### config.mk
export PLATFORM = sky130hd
export DESIGN_NAME = fan_tach_monitor
export DESIGN_NICKNAME = d
export VERILOG_FILES = /design/src/rtl/fan_tach_monitor.sv
export SDC_FILE = /design/constraint.sdc
export NUM_CORES = 1
export LEC_CHECK = 0
export ABC_AREA = 1
export BUFFER_PORTS_ARGS = -buffer_cell sky130_fd_sc_hd__buf_2
export CORE_MARGIN = 8
export CORE_UTILIZATION = 60
export CTS_CLUSTER_SIZE = 24
export DETAILED_ROUTE_END_ITERATION = 16
export GPL_ROUTABILITY_DRIVEN = 0
export PLACE_DENSITY = 0.88
export SLEW_MARGIN = 15
export SYNTH_ARGS = -nofsm -noshare
export SYNTH_HDL_FRONTEND = slang
export SYNTH_SLANG_ARGS = --single-unit
### constraint.sdc
create_clock -name clk -period 4.6 [get_ports clk]
set_clock_uncertainty 0.2 [all_clocks]
set_input_delay 0.23 -clock clk [delete_from_list [all_inputs] [get_ports clk]]
set_output_delay 0.23 -clock clk [all_outputs]
set_load 0.02 [all_outputs]
### src/rtl/fan_tach_monitor.sv
module fan_tach_monitor #(
  parameter int TICK_CYCLES = 1000,
  parameter int CNT_W       = 8
) (
  input  logic             clk,
  input  logic             rst_n,
  input  logic             tach_in,
  input  logic [1:0]       div_sel,
  input  logic             fault_en,
  input  logic             fault_clr,
  output logic [CNT_W-1:0] period_q,
  output logic             fault_n,
  output logic             irq
);
  localparam int TW = (TICK_CYCLES > 2) ? $clog2(TICK_CYCLES) : 1;
  localparam logic [CNT_W-1:0] MAX = '1;

  logic [TW-1:0]    tick_cnt;
  logic [3:0]       pre_cnt;
  logic [1:0]       sel_q;
  logic [2:0]       sync;
  logic [CNT_W-1:0] cnt;
  logic             flag;

  wire        base_tick = (tick_cnt == TW'(TICK_CYCLES - 1));
  wire [3:0]  pre_last  = 4'((5'd2 << div_sel) - 5'd1);
  wire        sel_chg   = (div_sel != sel_q);
  wire        adv       = base_tick && !sel_chg && (pre_cnt == pre_last);
  wire        rise      = sync[1] && !sync[2];
  wire        ovf_evt   = adv && !rise && (cnt == MAX - 1'b1);

  assign fault_n = !flag;
  assign irq     = flag && fault_en;

  always_ff @(posedge clk) begin
    if (!rst_n) begin
      tick_cnt <= '0;
      pre_cnt  <= '0;
      sel_q    <= div_sel;
      sync     <= '0;
    end else begin
      tick_cnt <= base_tick ? '0 : tick_cnt + 1'b1;
      sel_q    <= div_sel;
      sync     <= {sync[1:0], tach_in};
      if (sel_chg)
        pre_cnt <= '0;
      else if (base_tick)
        pre_cnt <= (pre_cnt == pre_last) ? 4'd0 : pre_cnt + 4'd1;
    end
  end

  always_ff @(posedge clk) begin
    if (!rst_n) begin
      cnt      <= '0;
      period_q <= '0;
      flag     <= 1'b0;
    end else begin
      if (rise)
        cnt <= CNT_W'(adv);
      else if (adv && cnt != MAX)
        cnt <= cnt + 1'b1;

      if (rise)
        period_q <= cnt;
      else if (ovf_evt)
        period_q <= MAX;

      if (ovf_evt && fault_en)
        flag <= 1'b1;
      else if (fault_clr)
        flag <= 1'b0;
    end
  end

  assert_restart_R2: assert property (@(posedge clk) disable iff (!rst_n)
    rise |=> (cnt <= CNT_W'(1)));
  assert_sat_R5: assert property (@(posedge clk) disable iff (!rst_n)
    (cnt == MAX && !rise) |=> (cnt == MAX));
  assert_hold_R5: assert property (@(posedge clk) disable iff (!rst_n)
    (period_q != $past(period_q)) |-> ($past(rise) || period_q == MAX));
  assert_mask_R7: assert property (@(posedge clk) disable iff (!rst_n)
    $fell(fault_n) |-> $past(fault_en));
  assert_clear_R9: assert property (@(posedge clk) disable iff (!rst_n)
    (fault_clr && !ovf_evt) |=> fault_n);
  assert_irq_R8: assert property (@(posedge clk) disable iff (!rst_n)
    $rose(irq) |-> !fault_n);
endmodule

Word level (Yosys, flattened, before mapping)
Index checks and enable logic that the tools add are counted.
- flip-flop bits (word level): 36
- input port bits: 7
- output and inout bits: 10
- logic and storage cells: 44
- $add $sub $neg: 4
- equal/unequal tests: 5
- shifts and indexed selects: 1
- multiplexer cells: 7
- bitwise gates (word level): 1
- reductions and logical operators: 18
- operators with widths (kind ; number):
    8-bit 2-to-1 mux ; 2
    10-bit by 1-bit adder with 10-bit output (second input constant) ; 1
    10-bit == test (second input constant) ; 1
    8-bit by 1-bit adder with 8-bit output (second input constant) ; 1
    8-bit == test (second input constant) ; 1
    1-bit logical AND ; 8
    8-bit != test (second input constant) ; 1
    2-bit nonzero test ; 3
    2-bit OR reduction ; 3
    4-bit by 1-bit adder with 4-bit output (second input constant) ; 1
    4-bit == test ; 1
    1-bit zero test ; 4
    1-bit 2-to-1 mux ; 4
    4-bit 2-to-1 mux ; 1
    2-bit by 2-bit << shifter with 4-bit output (first input constant) ; 1
    4-bit by 1-bit subtractor with 4-bit output (second input constant) ; 1
    2-bit != test ; 1
    1-bit NOT ; 1

Longest topological paths before layout
Gate-level depths: netlist of run 1.
- depth in word-level cells: 8
- gate-level depth with buffers: 11

Worst setup path before layout of run 1
OpenSTA, ideal clock, no wires.
- path type: register to register
- start: register tick_cnt[0]
- end: register period_q[0]
- arrival time: 1.309 ns
- data required time: 4.344 ns
- path slack: 3.035 ns
- stages on the path, launching flop included: 10
- buffers on the path: 0
- clock period less this slack: 1.565 ns
- cells stage by stage: dfxtp_1 ha_1 nand2_1 nor2_2 nand4_4 nor2_2 nand3_2 nand3b_1 nand2_1 inv_1
- cells in the longest elaborated chain, start to end: 6
- RTL lines (element ; line ; source):
    start, declared ; 18 ; logic [TW-1:0] tick_cnt;
    start signal, assigned ; 42 ; tick_cnt <= base_tick ? '0 : tick_cnt + 1'b1;
    10-bit == test ; 25 ; wire base_tick = (tick_cnt == TW'(TICK_CYCLES - 1));
    1-bit logical AND (2 in series) ; 28 ; wire adv = base_tick && !sel_chg && (pre_cnt == pre_last);
    1-bit logical AND (2 in series) ; 30 ; wire ovf_evt = adv && !rise && (cnt == MAX - 1'b1);
    2-bit nonzero test (no source line) ; n/a ;
    end signal, assigned ; 64 ; period_q <= cnt;
    end, declared ; 11 ; output logic [CNT_W-1:0] period_q,
No other way between the ends.
A chain may end at the register's enable or synchronous reset.

Final worst setup path of run 1
- start: input div_sel[1]
- end: register flag
- cells in the longest elaborated chain, start to end: 8
- elaborated cells on any way between the ends: 12
- classes of those cells: add/sub (1); eq/ne (2); shift (1); mux (1); reduce/logical (7)
- RTL lines (element ; line ; source):
    start, declared ; 8 ; input logic [1:0] div_sel,
    2-bit by 2-bit << shifter with 4-bit output or 2-bit != test (tied branches) ; 26, 27 ;
    4-bit by 1-bit subtractor with 4-bit output or 1-bit zero test (tied branches) ; 26, 28 ;
    4-bit == test or 1-bit logical AND (tied branches) ; 28 ;
    1-bit logical AND * ; 28 ;
    1-bit logical AND * (2 in series) ; 30 ;
    1-bit logical AND * ; 68 ; if (ovf_evt && fault_en)
    1-bit 2-to-1 mux or 2-bit nonzero test (tied branches) ; n/a ;
    end signal, assigned ; 56 ; flag <= 1'b0;
    end signal, assigned ; 69 ; flag <= 1'b1;
    end signal, assigned ; 71 ; flag <= 1'b0;
    end, declared ; 23 ; logic flag;
Mark *: on every way between the ends. The rest lies on a longest branch, timed or not.

==> qor.txt, run 1 <==
=====================================================================================================
Outcome                                                                                  finished, final reports clean
Number of diodes                                                                                    0
Global-route wire length before repair                                                        6350 um
Vias in the first global route                                                                   1541
Final non-filler cell total                                                                       303
Routed length per placed instance                                                             11.5 um
Proportion of layout cells with a drive suffix above 1                                          0.151
Max-slew violation count                                                                            0
Post-synth EDFFs                                                                                    0
Post-synthesis cell type with the largest combined area                                       dfxtp_1
Num CTS Buffers                                                                                     5
CTS root buffer                                                                              clkbuf_4
Measured slew at the worst slew-check pin                                                      399 ps
Post-Place Cells                                                                                  290
Startpoint class of the critical path                                                      input port
Worst path slowest cell                                                                  dlygate4sd3_1
Core Area                                                                                  2780 sq um
Worst max-slew margin expressed relative to the limit                                           0.731
Top-area cell type share of the netlist area                                                    0.404
Most numerous cell in the Yosys netlist                                                       nand2_1
Cells resized by post-CTS repair                                                                    0
Post-route cell area                                                                       2030 sq um
IO Pins                                                                                            17
Count of routing violations after the opening detailed-route iteration                            132
Crit path required time                                                                       4690 ps
Netlist cell types                                                                                 30
TritonCTS clock tree                                                                              yes
Max capacitance violation total                                                                     0
Hold Path Cell Cnt                                                                                  3
P_leak                                                                                        1.01 nW
#FFs+latches synth                                                                                 36
Number of vias after detailed routing                                                            1535
Reg-to-reg slack, setup                                                                       2420 ps
Fraction of the yosys area taken by sequential cells                                            0.404
Critical R2R Launch                                                                      tick_cnt[0]$_SDFF_PP0_
Critical path's most frequent cell                                                            nand2_1
DRC errors left                                                                                     0
Placement row count                                                                                19
Final setup fails                                                                                   0
Final-report hold violation count                                                                   0
Top post-synthesis cells by count                                                        nand2_1 (58), inv_1 (44), dfxtp_1 (36)
Share of cell area taken by muxes after synthesis                                                   0
H-Tree Depth                                                                                        2
XOR/XNOR Fraction of Synth Area                                                                0.0639
Mapped Cells                                                                                      247
Maximum number of pins on one net before global-route repair                                       23
Number of buffers and inverters on the critical path                                                5
Height of the chip                                                                            70.5 um
Combined global-route utilization of all metal layers                                           0.151
Accumulated negative setup slack                                                                 0 ps
Largest driver fanout on the critical path                                                          4
Placement-stage cell area                                                                  1880 sq um
Category of cells accounting for the largest share of critical-path delay                buffers and inverters
Combinational family with the most area after synthesis                                  simple AND/OR/NAND/NOR gates
RSZ-0062 raised after global routing                                                            false
Pwr/cell area                                                                             305 nW/um^2
Launch point of the critical path                                                          div_sel[1]
Clock period minus final worst setup slack                                                    2210 ps
Clock Sinks                                                                                        36
Simple-gate share of the synthesized area                                                       0.314
Worst-path cell chain                                                                    dlygate4sd3_1 > buf_2 > inv_2 > nand2_1 > nand2_1 > nand2_1 > inv_1 > nand3_1 > nor2_2 > nand4_1 > a21oi_1 > dlygate4sd3_1
DP Wirelength                                                                                 2410 um
Worst reg2reg path depth                                                                            8
Residual overflow from global routing                                                               0
Die area                                                                                   4970 sq um
Post-synthesis instance area                                                               1780 sq um
Post-synthesis share of cell area spent on full adders, half adders and majority gates         0.0281
Antenna viol nets, final                                                                            0
Final clock period utilization by the worst path                                                0.479
Number of antenna violations at the first check in global routing                                   0
Setup crit end kind                                                                          register
Clock transition at the registers of the reported paths                                        110 ps
Synthesized area divided by synthesized cell count                                         7.21 sq um
Worst Hold Endpoint                                                                      sync[1]$_SDFF_PN0_
Number of vias per cell                                                                          5.07
Class of the tightest hold or removal check                                              input port to register
Type of the worst setup path                                                             input port to register
Largest buffer count on any clock path                                                              2
Highest clock frequency the design can meet                                                   453 MHz
Most area-consuming cells after synthesis                                                dfxtp_1 (40%), nand2_1 (12%), inv_1 (9.3%)
Worst stage delay on the critical path                                                         550 ps
Hold path startpoint                                                                            rst_n
Starting density of the core                                                                    0.641
Post-synthesis async set-or-reset flop share                                                        0
Setup repair bufs after CTS                                                                         0
Worst-case vdd ir drop                                                                       0.277 mV
Warnings from Yosys                                                                                 0
TritonRoute pass-1 iters                                                                            4
Synth Area in Compound Gates                                                                   0.0765
Area overhead of the layout relative to synthesis                                               13.9%
Width of the die                                                                              70.5 um
Total wire length                                                                             3480 um
Layout net count                                                                                  282
Worst-skew pair later-pin latency                                                              340 ps
Post-synth net total                                                                              258
Buffers added on ports                                                                             16
End of the worst register-to-register path                                               flag$_SDFFE_PN0P_
Top flip-flop cell by instance count after synthesis                                          dfxtp_1
Critical Path AT                                                                              2290 ps
=====================================================================================================
-- sequential cells by signal (all words and copies together), names as in the netlist --
signal / flops
sync: 3
flag: 1
period_q: 8
pre_cnt: 4
sel_q: 2
cnt: 8
tick_cnt: 10
-- logic make-up (layout without fill, tap and decap cells) --
family          Yosys count  in the layout
buf+inv                  53             78
fa+ha+maj                 4              4
flops                    36             36
xor+xnor                 13             13
simple gates            115            115
compound gates           26             26
-- per-stage QoR --
stage | utilization | hold slack [ps] | power (mW) | setup WS [ps]
2_1_floorplan | - | 57.7 | 0.361 | 3030
3_3_place_gp | 0.677 | 190 | 0.372 | 2860
3_5_place_dp | 0.677 | 193 | 0.374 | 2820
4_1_cts | 0.730 | 31.9 | 0.622 | 2450
5_1_grt | 0.730 | 33.3 | 0.646 | 2270
6_report | 0.730 | 33.4 | 0.620 | 2390
-- worst max-delay path by stage --
stage                               end  slack, ps  cells past startpoint
2_1_floorplan  period_q[0]$_SDFFE_PN0P_       3030                      9
3_3_place_gp   period_q[3]$_SDFFE_PN0P_       2860                      9
3_5_place_dp   period_q[5]$_SDFFE_PN0P_       2820                      9
4_1_cts               flag$_SDFFE_PN0P_       2450                     12
5_1_grt               flag$_SDFFE_PN0P_       2270                     12
6_report              flag$_SDFFE_PN0P_       2390                     12
-- area by class of cell --
| type | instances | area (sq um) |
|---|---|---|
| Timing Repair Buffer | 21 | 130 |
| Multi-Input combinational cell | 158 | 860 |
| Clock buffer | 7 | 65.1 |
| Sequential cell | 36 | 721 |
| Inverter | 49 | 185 |
| Fill cell | 199 | 752 |
| Clock inverter | 1 | 30.0 |
| Tap cell | 31 | 38.8 |
-- where the power goes --
part	total, mW	internal, mW	switching, mW
clock network	0.249	0.144	0.105
registers	0.323	0.320	0.00393
logic	0.0469	0.0179	0.0290
total	0.620	0.482	0.138
-- repair_timing --
item / CTS / global route
hold endpoints to repair: 4 / 0
hold buffers: 5 / 0
endpoints found under the setup margin: 0 / 0
-- tightest hold or removal path, delay by kind of cell --
kind	cells	cell delay (ps)
buffers and inverters	2	220
AND/OR/NAND/NOR	1	90
-- placed cells by master (no fill, tap or decap), types with 2 or more instances in the layout --
| master | netlist | routed |
|---|---|---|
| nand2_1 | 58 | 58 |
| inv_1 | 44 | 44 |
| dfxtp_1 | 36 | 36 |
| nor2_1 | 22 | 22 |
| buf_2 | 0 | 16 |
| a21oi_1 | 13 | 13 |
| o21ai_0 | 10 | 10 |
| nand3_1 | 8 | 8 |
| nand3b_1 | 8 | 8 |
| xor2_1 | 7 | 7 |
| xnor2_1 | 6 | 6 |
| nor2_2 | 5 | 5 |
| clkbuf_4 | 0 | 5 |
| dlygate4sd3_1 | 0 | 5 |
| nor3_1 | 4 | 4 |
| ha_1 | 4 | 4 |
| clkinv_1 | 2 | 2 |
| inv_2 | 2 | 2 |
| or2_2 | 2 | 2 |
| clkbuf_8 | 0 | 2 |
-- routing by layer --
metal / wire [um] / track usage / vias up
met5: 0 / 0 / -
met2: 1590 / 0.249 / 39
met1: 1600 / 0.168 / 686
li1: - / - / 801
met3: 208 / 0.0523 / 9
met4: 83 / 0.0737 / 0
Power figures use the tool's default switching activity.
==> run 2, diff against run 1 <==
Settings changed: ABC_AREA 1 to 0, CORE_UTILIZATION 60 to 57, PLACE_DENSITY 0.88 to 0.85.
Clock period 4.6 ns to 2.15 ns, I/O delays scaled along.
==> qor.txt, run 2 <==
=====================================================================================================
Share of cell area taken by muxes after synthesis                                             0.00688
Antenna viol nets, final                                                                            0
Top flip-flop cell by instance count after synthesis                                          dfxtp_1
Setup crit end kind                                                                          register
Synth Area in Compound Gates                                                                    0.166
Post-synthesis async set-or-reset flop share                                                        0
Register bank with the most flops                                                            tick_cnt
Width of the die                                                                              69.6 um
Combined global-route utilization of all metal layers                                           0.161
Post-synthesis instance area                                                               1640 sq um
Residual overflow from global routing                                                               0
Post-synth EDFFs                                                                                    0
Count of routing violations after the opening detailed-route iteration                            102
Startpoint class of the critical path                                                        register
Clock Sinks                                                                                        36
Top-area cell type share of the netlist area                                                    0.440
Post-synth net total                                                                              196
Hold Path Cell Cnt                                                                                  4
Mapped Cells                                                                                      185
Worst-skew pair later-pin latency                                                              340 ps
Total wire length                                                                             4170 um
Final setup fails                                                                                   7
#FFs+latches synth                                                                                 36
RSZ-0062 raised after global routing                                                             true
Outcome                                                                                  finished, violations left
P_leak                                                                                       0.800 nW
Post-synthesis share of cell area spent on full adders, half adders and majority gates         0.0306
Largest buffer count on any clock path                                                              2
Buffers added on ports                                                                             16
Combinational family with the most area after synthesis                                  simple AND/OR/NAND/NOR gates
Most frequent cells in the layout                                                        dfxtp_1 (32), nor2_1 (17), buf_2 (17), buf_4 (16), o21ai_0 (14)
Synthesized area divided by synthesized cell count                                         8.85 sq um
Critical Path AT                                                                              2310 ps
Measured slew at the worst slew-check pin                                                      708 ps
Accumulated negative setup slack                                                              -271 ps
Starting density of the core                                                                    0.599
Least setup slack across all paths after layout                                              -74.4 ps
Number of diodes                                                                                    0
Clock period minus final worst setup slack                                                    2220 ps
Max capacitance violation total                                                                     0
Global-route wire length before repair                                                        6650 um
Netlist cell types                                                                                 42
Clock transition at the registers of the reported paths                                        110 ps
Design Power                                                                                  1.16 mW
H-Tree Depth                                                                                        2
Number of vias per cell                                                                          6.15
Most numerous cell in the Yosys netlist                                                       dfxtp_1
Placement row count                                                                                19
Vias in the first global route                                                                   1515
Most common cell after layout, fill and taps aside                                            dfxtp_1
Most area-consuming cells after synthesis                                                dfxtp_1 (44%), a21oi_1 (5.2%), o21ai_0 (4.3%)
Type of the worst setup path                                                             register to register
TritonRoute pass-1 iters                                                                            4
Worst-case vdd ir drop                                                                       0.486 mV
Largest driver fanout on the critical path                                                          6
Fraction of the yosys area taken by sequential cells                                            0.440
Number of vias after detailed routing                                                            1594
Final clock period utilization by the worst path                                                 1.03
Proportion of layout cells with a drive suffix above 1                                          0.311
Violations in the final reports                                                          setup timing
DP Wirelength                                                                                 2660 um
Worst max-slew margin expressed relative to the limit                                           0.527
Layout net count                                                                                  238
Pwr/cell area                                                                             558 nW/um^2
Final-report hold violation count                                                                   0
Area overhead of the layout relative to synthesis                                               27.1%
Num CTS Buffers                                                                                     5
Post-synthesis cell type with the largest combined area                                       dfxtp_1
Worst setup slack after placement                                                            -26.6 ps
Warnings from Yosys                                                                                 0
Largest register FFs                                                                               10
Height of the chip                                                                            69.6 um
XOR/XNOR Fraction of Synth Area                                                                0.0482
TritonCTS clock tree                                                                              yes
Crit path required time                                                                       2240 ps
Top post-synthesis cells by count                                                        dfxtp_1 (36), nor2_1 (18), a21oi_1 (17)
Routed length per placed instance                                                             16.1 um
CTS root buffer                                                                              clkbuf_4
Number of antenna violations at the first check in global routing                                   0
Max-slew violation count                                                                            0
Maximum number of pins on one net before global-route repair                                       15
Worst reg2reg path depth                                                                            8
Utilization of the core after routing                                                           0.761
DRC errors left                                                                                     0
Filler cells                                                                                      188
Highest clock frequency the design can meet                                                   450 MHz
Registers with the highest flip-flop counts                                              tick_cnt x10, cnt x8, period_q x8
Class of the tightest hold or removal check                                              input port to register
IO Pins                                                                                            17
Core Area                                                                                  2730 sq um
Die area                                                                                   4840 sq um
Simple-gate share of the synthesized area                                                       0.269
=====================================================================================================
-- run 2: cell count changes after synthesis, moves of 4 or more --
| cell | change |
|---|---|
| nand2_1 | -50 |
| and3_1 | +4 |
| inv_1 | -40 |
| o21ai_0 | +4 |
| a21oi_1 | +4 |
| or4_1 | +8 |
| o31ai_1 | +5 |
| and2_1 | +6 |
| nand3b_1 | -7 |
| nor2_2 | -5 |
| nor2_1 | -4 |
-- run 2: metrics by stage --
step | cells | hold WS (ps) | instance area (sq um)
6_report | 259 | 43.1 | 2080
5_1_grt | 259 | 88.7 | 2080
4_1_cts | 258 | 14.3 | 2020
3_5_place_dp | 237 | 100 | 1820
3_3_place_gp | 237 | 93.8 | 1820
2_1_floorplan | 185 | -64.8 | 1660
-- run 2: metal layers --
| layer | global-route usage | part of all wire | vias up | wire length [um] |
|---|---|---|---|---|
| met1 | 0.183 | 0.42 | 770 | 1730 |
| met3 | 0.0386 | 0.055 | 8 | 227 |
| met5 | 0 | 0 | - | 0 |
| met4 | 0.0661 | 0.015 | 0 | 61 |
| met2 | 0.280 | 0.52 | 55 | 2150 |
| li1 | - | - | 761 | - |
-- run 2: kinds of logic after synthesis --
logic type | after synthesis
AOI/OAI and AO/OA | 45
DFF | 36
adders and majority gates | 4
xor gates and xnor gates | 9
buffers and inverters | 12
muxes | 1
and+or+nand+nor | 78
-- run 2: power by group --
part / switching, mW / internal (mW)
Sequential: 0.0117 / 0.685
Combinational: 0.0546 / 0.0456
Clock: 0.238 / 0.126
Total: 0.305 / 0.856
-- run 2: what timing repair did --
item | CTS | global route
hold buffers | 8 | 0
cloned | 1 | 1
gates resized for setup | 5 | 16
buffers inserted | 4 | 0
hold endpoints to repair | 17 | 0
endpoints found under the setup margin | 6 | 18
pin swaps | 0 | 8
-- run 2: worst paths after layout --
check / start / end / slack [ps]
worst max-delay path: pre_cnt[2]$_SDFFE_PP0N_ / cnt[0]$_SDFFE_PN0P_ / -70
worst min-delay path: div_sel[0] / pre_cnt[3]$_SDFFE_PP0N_ / 40
worst max register to register: pre_cnt[2]$_SDFFE_PP0N_ / cnt[0]$_SDFFE_PN0P_ / -70
worst min register to register: sync[0]$_SDFF_PN0_ / sync[1]$_SDFF_PN0_ / 260
-- run 2: final cells by class --
cell class,count,area [sq um],area share
Multi-Input combinational cell,138,947,0.455
Sequential cell,36,726,0.349
Timing Repair Buffer,42,297,0.143
Tap cell,31,38.8,0.0187
Clock buffer,5,37.5,0.0181
Clock inverter,3,18.8,0.00903
Inverter,4,15.0,0.00722
-- run 2: critical path, cell delays in order, from the launching register on --
cell and delay (ps):
dfxtp_1 330, or4_4 530, nor2_4 130, o211ai_1 120, buf_4 200, buf_4 150
buf_4 130, o21ai_0 200, o311a_1 200
==> run 3, diff against run 2 <==
Settings changed: PLACE_DENSITY 0.85 to 0.78.
==> qor.txt, run 3 (synthesis results as in run 2) <==
=====================================================================================
Final setup fails                                                                   8
Final-report hold violation count                                                   0
TritonCTS clock tree                                                              yes
Number of antenna violations at the first check in global routing                   0
Critical Path AT                                                              2290 ps
Accumulated negative setup slack                                              -243 ps
Global-route wire length before repair                                        6690 um
DP Wirelength                                                                 2560 um
Largest driver fanout on the critical path                                          8
Clock Sinks                                                                        36
Most common cell after layout, fill and taps aside                            dfxtp_1
P_leak                                                                       0.819 nW
Worst max-slew margin expressed relative to the limit                           0.701
Combined global-route utilization of all metal layers                           0.160
Number of vias per cell                                                          6.06
Utilization of the core after routing                                           0.773
Highest clock frequency the design can meet                                   454 MHz
Register bank with the most flops                                            tick_cnt
TritonRoute pass-1 iters                                                            5
Proportion of layout cells with a drive suffix above 1                          0.315
CTS root buffer                                                              clkbuf_4
Max-slew violation count                                                            0
Final clock period utilization by the worst path                                 1.02
Most frequent cells in the layout                                        dfxtp_1 (32), buf_4 (21), nor2_1 (17), buf_2 (17), o21ai_0 (14)
Least setup slack across all paths after layout                              -51.1 ps
DRC errors left                                                                     0
Pwr/cell area                                                             563 nW/um^2
Startpoint class of the critical path                                        register
Buffers added on ports                                                             16
Core Area                                                                  2730 sq um
Number of vias after detailed routing                                            1595
Setup crit end kind                                                          register
RSZ-0062 raised after global routing                                             true
Largest buffer count on any clock path                                              2
Num CTS Buffers                                                                     5
Routed length per placed instance                                             15.7 um
Width of the die                                                              69.6 um
Layout net count                                                                  242
Measured slew at the worst slew-check pin                                      448 ps
Largest register FFs                                                               10
Height of the chip                                                            69.6 um
Worst setup slack after placement                                            -45.6 ps
Violations in the final reports                                          setup timing
Area overhead of the layout relative to synthesis                               29.1%
Worst-skew pair later-pin latency                                              340 ps
Residual overflow from global routing                                               0
Max capacitance violation total                                                     0
Type of the worst setup path                                             register to register
Die area                                                                   4840 sq um
H-Tree Depth                                                                        2
IO Pins                                                                            17
Outcome                                                                  finished, violations left
Antenna viol nets, final                                                            0
Maximum number of pins on one net before global-route repair                       22
WHS                                                                           20.2 ps
Clock transition at the registers of the reported paths                        110 ps
Placement row count                                                                19
Count of routing violations after the opening detailed-route iteration             73
Crit path required time                                                       2240 ps
Clock period minus final worst setup slack                                    2200 ps
Registers with the highest flip-flop counts                              tick_cnt x10, cnt x8, period_q x8
Starting density of the core                                                    0.599
Worst-case vdd ir drop                                                       0.718 mV
Vias in the first global route                                                   1475
Class of the tightest hold or removal check                              input port to register
Total wire length                                                             4140 um
Number of diodes                                                                    0
=====================================================================================
## run 3: routing by layer
metal,wire (um),up-vias,global-route usage
li1,-,760,-
met1,1670,773,0.183
met2,2160,52,0.273
met3,224,10,0.0486
met4,84,0,0.0569
met5,0,-,0
## run 3: power by group
group	internal [mW]	switching (mW)	total (mW)	leakage [nW]
registers	0.684	0.0119	0.696	0.294
clock network	0.160	0.229	0.389	0.0315
logic	0.0492	0.0553	0.105	0.493
total	0.894	0.296	1.19	0.819
## run 3: critical path, cell delays in order (launching register included)
cell	delay, ps
dfxtp_2	340
or4_4	520
nor2_4	130
o211ai_1	120
buf_4	210
or4_4	480
a21oi_2	140
## run 3: metrics by stage
step / std cells / area, sq um / total power [mW]
floorplan: 185 / 1660 / 0.762
global placement: 239 / 1840 / 0.791
detailed placement: 239 / 1840 / 0.794
CTS: 256 / 1990 / 1.18
global route: 263 / 2110 / 1.24
finish: 263 / 2110 / 1.19
## run 3: area by class of cell
type,instances,area (sq um)
Multi-Input combinational cell,137,935
Timing Repair Buffer,47,335
Tap cell,31,38.8
Clock buffer,7,55.1
Inverter,4,15.0
Clock inverter,1,7.51
Fill cell,175,622
Sequential cell,36,726
## run 3: final timing paths
path                            from                      end  slack [ps]  depth (start not counted)
min reg2reg       sync[0]$_SDFF_PN0_       sync[1]$_SDFF_PN0_         310                          1
max          pre_cnt[2]$_SDFFE_PP0N_      cnt[6]$_SDFFE_PP0P_         -50                          6
min                       div_sel[0]  pre_cnt[3]$_SDFFE_PP0N_          20                          4
max reg2reg  pre_cnt[2]$_SDFFE_PP0N_      cnt[6]$_SDFFE_PP0P_         -50                          6
## run 3: repair_timing
item | CTS | global route
hold buffers | 7 | 0
gates resized for setup | 1 | 20
setup endpoints to repair | 7 | 13
endpoints found under the hold margin | 17 | 0
cloned | 0 | 1
buffers inserted | 2 | 6
pin swaps | 0 | 16
